File: config.mk
export PLATFORM = sky130hd
export DESIGN_NAME = cop_mem_unit
export DESIGN_NICKNAME = d
export VERILOG_FILES = /design/src/rtl/cop_mem_pkg.sv /design/src/rtl/cop_addr_gen.sv /design/src/rtl/cop_store_fmt.sv /design/src/rtl/cop_field_unit.sv /design/src/rtl/cop_access_fsm.sv /design/src/rtl/cop_mem_unit.sv
export SDC_FILE = /design/constraint.sdc
export NUM_CORES = 1
export LEC_CHECK = 0
export BUFFER_PORTS_ARGS = -buffer_cell sky130_fd_sc_hd__buf_2
export CORE_MARGIN = 10
export CORE_UTILIZATION = 45
export DETAILED_ROUTE_END_ITERATION = 16
export GPL_ROUTABILITY_DRIVEN = 0
export GPL_TIMING_DRIVEN = 1
export PLACE_DENSITY = 0.72
export SYNTH_ARGS = -nofsm -noshare
export SYNTH_HDL_FRONTEND = slang
export SYNTH_HIERARCHICAL = 1
export SYNTH_SLANG_ARGS = --single-unit
File: constraint.sdc
create_clock -name clk -period 2.86 [get_ports clk]
set_clock_uncertainty 0.05 [all_clocks]
set_input_delay 0.429 -clock clk [delete_from_list [all_inputs] [get_ports clk]]
set_output_delay 0.429 -clock clk [all_outputs]
set_load 0.02 [all_outputs]
File: src/rtl/cop_mem_pkg.sv
package cop_mem_pkg;

  typedef enum logic [1:0] {
    OP_LOAD   = 2'd0,
    OP_STORE  = 2'd1,
    OP_RREAD  = 2'd2,
    OP_RWRITE = 2'd3
  } cop_op_e;

  typedef enum logic [2:0] {
    PH_IDLE = 3'd0,
    PH_RD   = 3'd1,
    PH_CAP  = 3'd2,
    PH_RSP  = 3'd3,
    PH_WR   = 3'd4
  } cop_phase_e;

  function automatic logic op_is_reg(cop_op_e op);
    return (op == OP_RREAD) || (op == OP_RWRITE);
  endfunction

endpackage

File: src/rtl/cop_addr_gen.sv
module cop_addr_gen #(
  parameter int BASEW = 16,
  parameter int OFFW  = 10,
  parameter int MAW   = 11
) (
  input  logic [BASEW-1:0] base,
  input  logic [OFFW-1:0]  off,
  output logic [MAW-1:0]   word_addr
);
  localparam int EXTW = BASEW - OFFW;

  logic [BASEW-1:0] off_ext;
  logic [BASEW-1:0] byte_addr;

  assign off_ext   = {{EXTW{off[OFFW-1]}}, off};
  assign byte_addr = base + off_ext;
  assign word_addr = MAW'(byte_addr >> 2);
endmodule

File: src/rtl/cop_store_fmt.sv
module cop_store_fmt #(
  parameter int HW       = 16,
  parameter int PCW      = 11,
  parameter int PC_SHIFT = 5,
  parameter int DW       = 2 * HW
) (
  input  logic [HW-1:0]  src,
  input  logic [PCW-1:0] pc,
  output logic [DW-1:0]  word
);
  localparam int PCSW = PCW + PC_SHIFT;

  logic [PCSW-1:0] pc_shifted;
  logic [HW-1:0]   upper;

  assign pc_shifted = {pc, {PC_SHIFT{1'b0}}};
  assign upper      = HW'(pc_shifted);
  assign word       = {upper, src};
endmodule

File: src/rtl/cop_field_unit.sv
module cop_field_unit #(
  parameter int DW   = 32,
  parameter int HW   = 16,
  parameter int IMMW = 8,
  parameter int BW   = $clog2(DW)
) (
  input  logic [DW-1:0]   old_word,
  input  logic [BW-1:0]   hi,
  input  logic [BW-1:0]   lo,
  input  logic [IMMW-1:0] imm,
  output logic [HW-1:0]   extract,
  output logic [DW-1:0]   merged
);
  logic [DW-1:0] mask;
  logic [DW-1:0] imm_placed;
  logic [DW-1:0] picked;

  for (genvar i = 0; i < DW; i++) begin : g_mask
    assign mask[i] = (lo <= BW'(i)) && (BW'(i) <= hi);
  end

  assign imm_placed = DW'(imm) << lo;
  assign picked     = (old_word & mask) >> lo;
  assign extract    = HW'(picked);
  assign merged     = (old_word & ~mask) | (imm_placed & mask);
endmodule

File: src/rtl/cop_access_fsm.sv
module cop_access_fsm
  import cop_mem_pkg::*;
(
  input  logic    clk,
  input  logic    rst_n,
  input  logic    req_valid,
  input  cop_op_e req_op,
  input  cop_op_e held_op,
  input  logic    bus_gnt,
  input  logic    rsp_ready,
  output logic    req_ready,
  output logic    accept,
  output logic    bus_req,
  output logic    bus_we,
  output logic    cap_en,
  output logic    rsp_valid,
  output logic    done
);
  cop_phase_e ph_q, ph_d;

  always_comb begin
    ph_d = ph_q;
    unique case (ph_q)
      PH_IDLE: if (req_valid) ph_d = (req_op == OP_STORE) ? PH_WR : PH_RD;
      PH_RD:   if (bus_gnt) ph_d = PH_CAP;
      PH_CAP:  ph_d = (held_op == OP_RWRITE) ? PH_WR : PH_RSP;
      PH_RSP:  if (rsp_ready) ph_d = PH_IDLE;
      PH_WR:   if (bus_gnt) ph_d = PH_IDLE;
      default: ph_d = PH_IDLE;
    endcase
  end

  always_ff @(posedge clk or negedge rst_n) begin
    if (!rst_n) ph_q <= PH_IDLE;
    else        ph_q <= ph_d;
  end

  assign req_ready = (ph_q == PH_IDLE);
  assign accept    = req_ready && req_valid;
  assign bus_req   = (ph_q == PH_RD) || (ph_q == PH_WR);
  assign bus_we    = (ph_q == PH_WR);
  assign cap_en    = (ph_q == PH_CAP);
  assign rsp_valid = (ph_q == PH_RSP);
  assign done      = ((ph_q == PH_RSP) && rsp_ready) || ((ph_q == PH_WR) && bus_gnt);
endmodule

File: src/rtl/cop_mem_unit.sv
module cop_mem_unit
  import cop_mem_pkg::*;
#(
  parameter int DW       = 32,
  parameter int HW       = 16,
  parameter int BASEW    = 16,
  parameter int OFFW     = 10,
  parameter int MAW      = 11,
  parameter int RAW      = 8,
  parameter int PCW      = 11,
  parameter int PC_SHIFT = 5,
  parameter int IMMW     = 8,
  parameter int REGW     = 2,
  parameter int BW       = $clog2(DW),
  parameter int AW       = (MAW > RAW) ? MAW : RAW
) (
  input  logic             clk,
  input  logic             rst_n,
  input  logic             req_valid,
  output logic             req_ready,
  input  logic [1:0]       req_op,
  input  logic [BASEW-1:0] req_base,
  input  logic [OFFW-1:0]  req_off,
  input  logic [HW-1:0]    req_src,
  input  logic [RAW-1:0]   req_raddr,
  input  logic [BW-1:0]    req_hi,
  input  logic [BW-1:0]    req_lo,
  input  logic [IMMW-1:0]  req_imm,
  input  logic [PCW-1:0]   req_pc,
  input  logic [REGW-1:0]  req_dst,
  output logic             bus_req,
  output logic             bus_we,
  output logic             bus_space,
  output logic [AW-1:0]    bus_addr,
  output logic [DW-1:0]    bus_wdata,
  input  logic [DW-1:0]    bus_rdata,
  input  logic             bus_gnt,
  output logic             rsp_valid,
  input  logic             rsp_ready,
  output logic [HW-1:0]    rsp_data,
  output logic [REGW-1:0]  rsp_dst,
  output logic             done
);
  cop_op_e in_op;
  cop_op_e op_q;

  logic [MAW-1:0]  mem_word_addr;
  logic [DW-1:0]   store_word;
  logic [AW-1:0]   addr_q;
  logic [DW-1:0]   store_q;
  logic [DW-1:0]   rd_q;
  logic [BW-1:0]   hi_q, lo_q;
  logic [IMMW-1:0] imm_q;
  logic [REGW-1:0] dst_q;
  logic [HW-1:0]   field_val;
  logic [DW-1:0]   merged_word;
  logic            accept, cap_en;
  logic            req_int, we_int, rvalid_int;

  assign in_op = cop_op_e'(req_op);

  cop_addr_gen #(.BASEW(BASEW), .OFFW(OFFW), .MAW(MAW)) u_addr (
    .base(req_base), .off(req_off), .word_addr(mem_word_addr)
  );

  cop_store_fmt #(.HW(HW), .PCW(PCW), .PC_SHIFT(PC_SHIFT), .DW(DW)) u_fmt (
    .src(req_src), .pc(req_pc), .word(store_word)
  );

  cop_field_unit #(.DW(DW), .HW(HW), .IMMW(IMMW), .BW(BW)) u_field (
    .old_word(rd_q), .hi(hi_q), .lo(lo_q), .imm(imm_q),
    .extract(field_val), .merged(merged_word)
  );

  cop_access_fsm u_fsm (
    .clk(clk), .rst_n(rst_n),
    .req_valid(req_valid), .req_op(in_op), .held_op(op_q),
    .bus_gnt(bus_gnt), .rsp_ready(rsp_ready),
    .req_ready(req_ready), .accept(accept),
    .bus_req(req_int), .bus_we(we_int), .cap_en(cap_en),
    .rsp_valid(rvalid_int), .done(done)
  );

  always_ff @(posedge clk or negedge rst_n) begin
    if (!rst_n) begin
      op_q    <= OP_LOAD;
      addr_q  <= '0;
      store_q <= '0;
      hi_q    <= '0;
      lo_q    <= '0;
      imm_q   <= '0;
      dst_q   <= '0;
    end else if (accept) begin
      op_q    <= in_op;
      addr_q  <= op_is_reg(in_op) ? AW'(req_raddr) : AW'(mem_word_addr);
      store_q <= store_word;
      hi_q    <= req_hi;
      lo_q    <= req_lo;
      imm_q   <= req_imm;
      dst_q   <= (in_op == OP_LOAD) ? req_dst : '0;
    end
  end

  always_ff @(posedge clk or negedge rst_n) begin
    if (!rst_n)      rd_q <= '0;
    else if (cap_en) rd_q <= bus_rdata;
  end

  assign bus_req   = req_int;
  assign bus_we    = we_int;
  assign bus_space = req_int && op_is_reg(op_q);
  assign bus_addr  = req_int ? addr_q : '0;

  always_comb begin
    bus_wdata = '0;
    if (we_int) bus_wdata = (op_q == OP_STORE) ? store_q : merged_word;
  end

  assign rsp_valid = rvalid_int;

  always_comb begin
    rsp_data = '0;
    rsp_dst  = '0;
    if (rvalid_int) begin
      rsp_data = (op_q == OP_LOAD) ? HW'(rd_q) : field_val;
      rsp_dst  = dst_q;
    end
  end
endmodule

# After elaboration in Yosys (flattened, before gate mapping)
# Index checks and enable logic that the tools add are counted.
# op_classes
addsub	1
order_cmp	64
eq_ne	14
n_shift	2
n_mux	15
n_bitwise	5
reduce_logical	44
# op_table
operator	count
$and A32 B32 Y32	3
$le A5 B5 Y1 const A	16
$le A5 B5 Y1 const B	16
$mux W32	2
$le A4 B5 Y1 const A	8
$le A5 B4 Y1 const B	8
$logic_and A1 B1 Y1	36
$mux W16	2
$not A32 Y32	1
$or A32 B32 Y32	1
$shl A8 B5 Y32	1
$shr A32 B5 Y16	1
$mux W11	2
$le A3 B5 Y1 const A	4
$le A5 B3 Y1 const B	4
$mux W3	6
$pmux W3 S5	1
$add A13 B13 Y13	1
$le A1 B5 Y1 const A	2
$le A2 B5 Y1 const A	2
$le A5 B1 Y1 const B	2
$le A5 B2 Y1 const B	2
$eq A2 B2 Y1 const B	4
$eq A3 B2 Y1 const B	2
10 further kinds	18
# word_totals
regBits	95
input_bits	120

# Logic depth before layout (Yosys ltp)
# logic_depth
word_depth	7
ltp_mapped	12
ltp_nobuf	8

# Modules after synthesis
# Netlist, hierarchy kept.
# modules_own_cells
mod	instances	cells_each	area_per_inst_um2
cop_mem_unit	1	412	4818.4
cop_field_unit	1	532	3313.2
cop_addr_gen	1	77	620.6
cop_access_fsm	1	34	252.7
cop_store_fmt	1	33	244.0

# Least setup slack after synthesis
# Ideal clock, no wire load.
# synth_timing
path_type	register to output
from	register lo_q[3]
to	output rsp_data[7]
arrival_ps	2517
path_slack_ps	-136
path_stages_with_launch	11
path_buffers	2
cell_sequence	dfrtp_1 -> buf_2 -> buf_2 -> o31ai_1 -> nand4_1 -> o21a_1 -> mux2_2 -> o32a_1 -> nand3_1 -> nand2_1 -> a21boi_0
# synth_between
elab_chain_cells	6
word_cells_on_any_way	68
classes_between	order compare: 32; shift: 1; mux: 2; bitwise: 1; reduce/logical: 32
# synth_lines
element	line_no	text
start, declared	cop_mem_unit.sv:52	logic [BW-1:0] hi_q, lo_q;
start signal, assigned	cop_mem_unit.sv:98	lo_q <= req_lo;
$le A5 B1 Y1, or another cell as far along	cop_field_unit.sv:19	assign mask[i] = (lo <= BW'(i)) && (BW'(i) <= hi);
$logic_and A1 B1 Y1	cop_field_unit.sv:19	
$and A32 B32 Y32	cop_field_unit.sv:23	assign picked = (old_word & mask) >> lo;
$shr A32 B5 Y16 (*)	cop_field_unit.sv:23	
net field_val[7]	cop_mem_unit.sv:55	logic [HW-1:0] field_val;
$mux W16 (*)	cop_mem_unit.sv:125	rsp_data = (op_q == OP_LOAD) ? HW'(rd_q) : field_val;
$mux W16 (*)	cop_mem_unit.sv:124	if (rvalid_int) begin
end, declared	cop_mem_unit.sv:40	output logic [HW-1:0] rsp_data,
# The timed path passes the listed nets; every way through them passes the cells marked *.

# Worst setup path after layout
# layout_timing
from	register hi_q[4]
to	output rsp_data[1]
# layout_between
elab_chain_cells	6
word_cells_on_any_way	68
classes_between	order compare: 32; shift: 1; mux: 2; bitwise: 1; reduce/logical: 32
# layout_lines
element	line_no	text
start, declared	cop_mem_unit.sv:52	
start signal, assigned	cop_mem_unit.sv:97	hi_q <= req_hi;
$le A1 B5 Y1, or another cell as far along	cop_field_unit.sv:19	
$logic_and A1 B1 Y1	cop_field_unit.sv:19	
$and A32 B32 Y32 (*)	cop_field_unit.sv:23	
$shr A32 B5 Y16 (*)	cop_field_unit.sv:23	
net field_val[1]	cop_mem_unit.sv:55	
$mux W16 (*)	cop_mem_unit.sv:125	
$mux W16 (*)	cop_mem_unit.sv:124	
# Marked as above.

==> results by group <==
Run status
  • Outcome: finished, violations left
  • Violated checks: setup timing

Finish
  • Final #Nets: 1552
  • Fraction of layout cells with a size suffix above 1: 0.557
  • Filler Cell Count: roughly 1400
  • Final Instance Area: 13800 um^2
  • Ant. Diodes: 0
  • Area delta synth->final: 49.2%

Detailed routing
  • Avg Vias per Cell: between 6 and 7
  • Via count: 11607
  • ANT nets after route: 0
  • DR iter-0 viols: around 2100
  • Drt drc: 0
  • Drt first pass iters: 7
  • WL per Instance: 26.9 um
  • Post-Route WL: 45.6 mm

Timing
  • Final cycle utilization of the critical path: 1.25
  • Final Setup Violations: between 40 and 50
  • Rel. slew slack: 0.591
  • Min Clock Period, post-route: 3.57 ns
  • Min setup slack post-route: -0.713 ns
  • Hold Fails Final Rpt: 0
  • Slew Limit Fails: 0
  • Max Clock Freq: around 0.28 GHz
  • RSZ-0062 raised after global routing: true
  • Fin Setup TNS: -19.76 ns
  • Hold WS: 0.240 ns
  • Worst-Margin Slew: 0.613 ns

Floorplan
  • Die extent in y: roughly 160 um
  • Die Area: 26700 um^2
  • Die Wd: 163 um
  • Row count: 52
  • IO Count: 187
  • CORE AREA: 20200 um^2
  • Initial core utilization: 0.457

CTS
  • CTS sink count: 100
  • CTS Buf Count: 9
  • Worst skew pair latency: 0.36 ns
  • H-tree Lvls: 3
  • Clock Tree Buf Depth: 2
  • CTS tree: yes
  • Reg clk slew, reported paths: 0.07 ns
  • Root buffer cell: clkbuf_16

Power and ir drop
  • NetSw: 10.3 mW
  • Seq pwr share: 0.155
  • Clock power frac: 0.064
  • Cell Int Power: roughly 9.8 mW
  • Total Power: 20.0 mW
  • Cell Pwr Density: approximately 1500 nW/um^2
  • Switching part of the total power: 0.513
  • Leakage: 5.88 nW
  • Worst VDD drop: 0.000642 V
  • Combinational Power Share: 0.781

Synthesis
  • Yosys reg bits: 100
  • Cell Area, Synth: 9250 um^2
  • Number of enable flip-flop cells after synthesis: 0
  • Fraction of registers with async set/reset: 1.00
  • Avg Cell Area, Syn: around 8.5 um^2
  • Mapped Cells: 1088
  • Syn. warnings: 6
  • Commonest register cell after synthesis: dfrtp_1
  • Sequential share of the synthesized area: 0.271
  • Synth cell types: between 90 and 100

Global routing
  • Remaining Overflow, GRT: 0
  • First-pass GRT wire length: 60.4 mm
  • Number of global-route vias before repair: 10677
  • Global-route usage over all layers: 0.285
  • Initial antenna violation count: 0
  • Largest net degree at the start of global routing: 55

Critical path
  • Worst setup SP type: flop
  • CP required: 2.38 ns
  • Max FO, Critical Path: 6
  • CP Class: reg2out
  • CP Capture Type: output port
  • Worst EP arrival: 3.09 ns

Run
  • Max-Cap Viols: 0

Place
  • I/O Buffers: 183
  • Final HPWL DP: between 20 and 30 mm
  • Pre-CTS setup slack: -0.303 ns
  • Placed Area: 11300 um^2

Worst hold path
  • Hold WC Path Type: in2reg
## layout by cell type (no fill, tap or decap), types with 14 or more instances in the layout
| master | synthesis | final |
|---|---|---|
| dfrtp_1 | 100 | 93 |
| nand2_2 | 5 | 29 |
| buf_12 | 1 | 15 |
| buf_6 | 10 | 64 |
| mux2_4 | 0 | 14 |
| a21oi_1 | 46 | 33 |
| and2_1 | 18 | 17 |
| nand2_1 | 168 | 139 |
| buf_2 | 34 | 138 |
| nand3_1 | 28 | 26 |
| mux2_2 | 102 | 88 |
| o21ai_0 | 42 | 27 |
| buf_4 | 39 | 213 |
| nor2_1 | 59 | 49 |
| a21boi_2 | 40 | 44 |
## per-stage QoR
stage / cells / utilization
2_1_floorplan: 1092 / -
3_3_place_gp: 1617 / 0.560
3_5_place_dp: 1617 / 0.560
4_1_cts: 1663 / 0.639
5_1_grt: 1696 / 0.682
6_report: 1696 / 0.682
## flip-flops by register name, indices dropped and copies added (netlist names)
name / flops
addr_q: 11
dst_q: 2
hi_q: 5
imm_q: 8
lo_q: 5
op_q: 2
rd_q: 32
store_q: 32
u_fsm/ph_q: 3
## cells by family (layout without fill, tap and decap cells)
kind of cell,after synthesis,after routing,synth area share
AND/OR/NAND/NOR,371,371,0.192
multiplexers,132,132,0.158
other,1,5,0.000405
XOR/XNOR,9,9,0.00852
buffers and inverters,136,470,0.0855
AO/OA/AOI/OAI,328,328,0.270
flip-flops,100,100,0.271
adder cells (fa/ha/maj),11,11,0.0149
## what timing repair did
item | 4_1_cts | 5_1_grt
resized for setup | 255 | 144
pin swaps | 71 | 80
endpoints found under the setup margin | 47 | 48
endpoints found under the hold margin | 27 | 0
buffers inserted | 28 | 36
hold buffers | 1 | 0
gates cloned | 1 | 0
## worst max-delay path, stage by stage, from the launching register on
cell      delay [ns]
dfrtp_2         0.48
buf_4           0.16
o21bai_2        0.41
nor3b_2         0.17
a31oi_1         0.32
mux2i_1         0.17
buf_4           0.17
a22o_1          0.19
or3_1           0.37
nand2_1         0.09
a21boi_2        0.07
buf_6           0.13
## worst paths after layout
path | cells past startpoint | to | from | slack [ns]
min in group asynchronous | 2 | rd_q[13] | rst_n | 0.48
setup reg to reg | 4 | lo_q[4] | u_fsm/ph_q[1] | 0.91
hold reg to reg | 1 | store_q[2] | store_q[2] | 0.46
setup / recovery | 11 | rsp_data[1] | hi_q[4] | -0.71
max in group asynchronous | 4 | store_q[23] | rst_n | 1.30
hold / removal | 2 | rd_q[5] | bus_rdata[5] | 0.24
## area by class of cell
class | count | area (um^2) | share of cell area
clock buffers | 12 | 256 | 0.0186
clock inverters | 4 | 47.5 | 0.00345
inverters | 14 | 71.3 | 0.00517
multi-input cells | 856 | 7130 | 0.517
flip-flops and latches | 100 | 2510 | 0.182
well taps | 270 | 338 | 0.0245
repair buffers | 440 | 3450 | 0.250
## metal layers
| metal | share of wire | GRT usage |
|---|---|---|
| met3 | 0.14 | 0.0778 |
| met4 | 0.085 | 0.150 |
| met5 | 0 | 0 |
| met2 | 0.44 | 0.451 |
| met1 | 0.34 | 0.347 |
## Yosys cell counts (all sizes together) (5+ instances only)
cell type  count  share of area
dfrtp        100           0.27
nor2          60          0.025
o221ai         8         0.0076
nand2b        12         0.0081
nand3         28          0.015
a21boi        51          0.058
ha            11          0.015
and3           7         0.0047
and2          18          0.012
a21oi         46          0.025
nand4          8         0.0054
o21ai         52          0.028
buf           94          0.068
a211o          7         0.0066
a31o           7         0.0066
a22oi          6         0.0049
xnor2          5         0.0047
mux2i         27          0.029
mux2         104           0.13
a2111oi        7         0.0093
o211ai        12         0.0097
o21a           6         0.0049
a211oi        11         0.0095
nand3b         5         0.0041
o2111ai        5         0.0047
o31ai          7         0.0057
nor3          15         0.0092
nand2        173          0.072
clkbuf        28          0.011
o22ai         17          0.011
inv           14         0.0057
nor2b          8         0.0054
or3           11         0.0074
a21o          14          0.011
and4           5         0.0051
a31oi         14         0.0095
a32oi          5         0.0047
o2bb2ai        5         0.0047
## power by group through the flow
stage / Clock (mW) / Combinational [mW] / Sequential, mW
final: 1.28 / 15.6 / 3.11
after global routing: 1.34 / 16.0 / 3.14
after CTS: 1.27 / 12.6 / 2.94
after detailed placement: 0 / 10.5 / 2.94
after global placement: 0 / 10.3 / 2.90
after floorplan: 0 / 6.47 / 2.57
No activity file was read; power rests on OpenSTA's default activity.
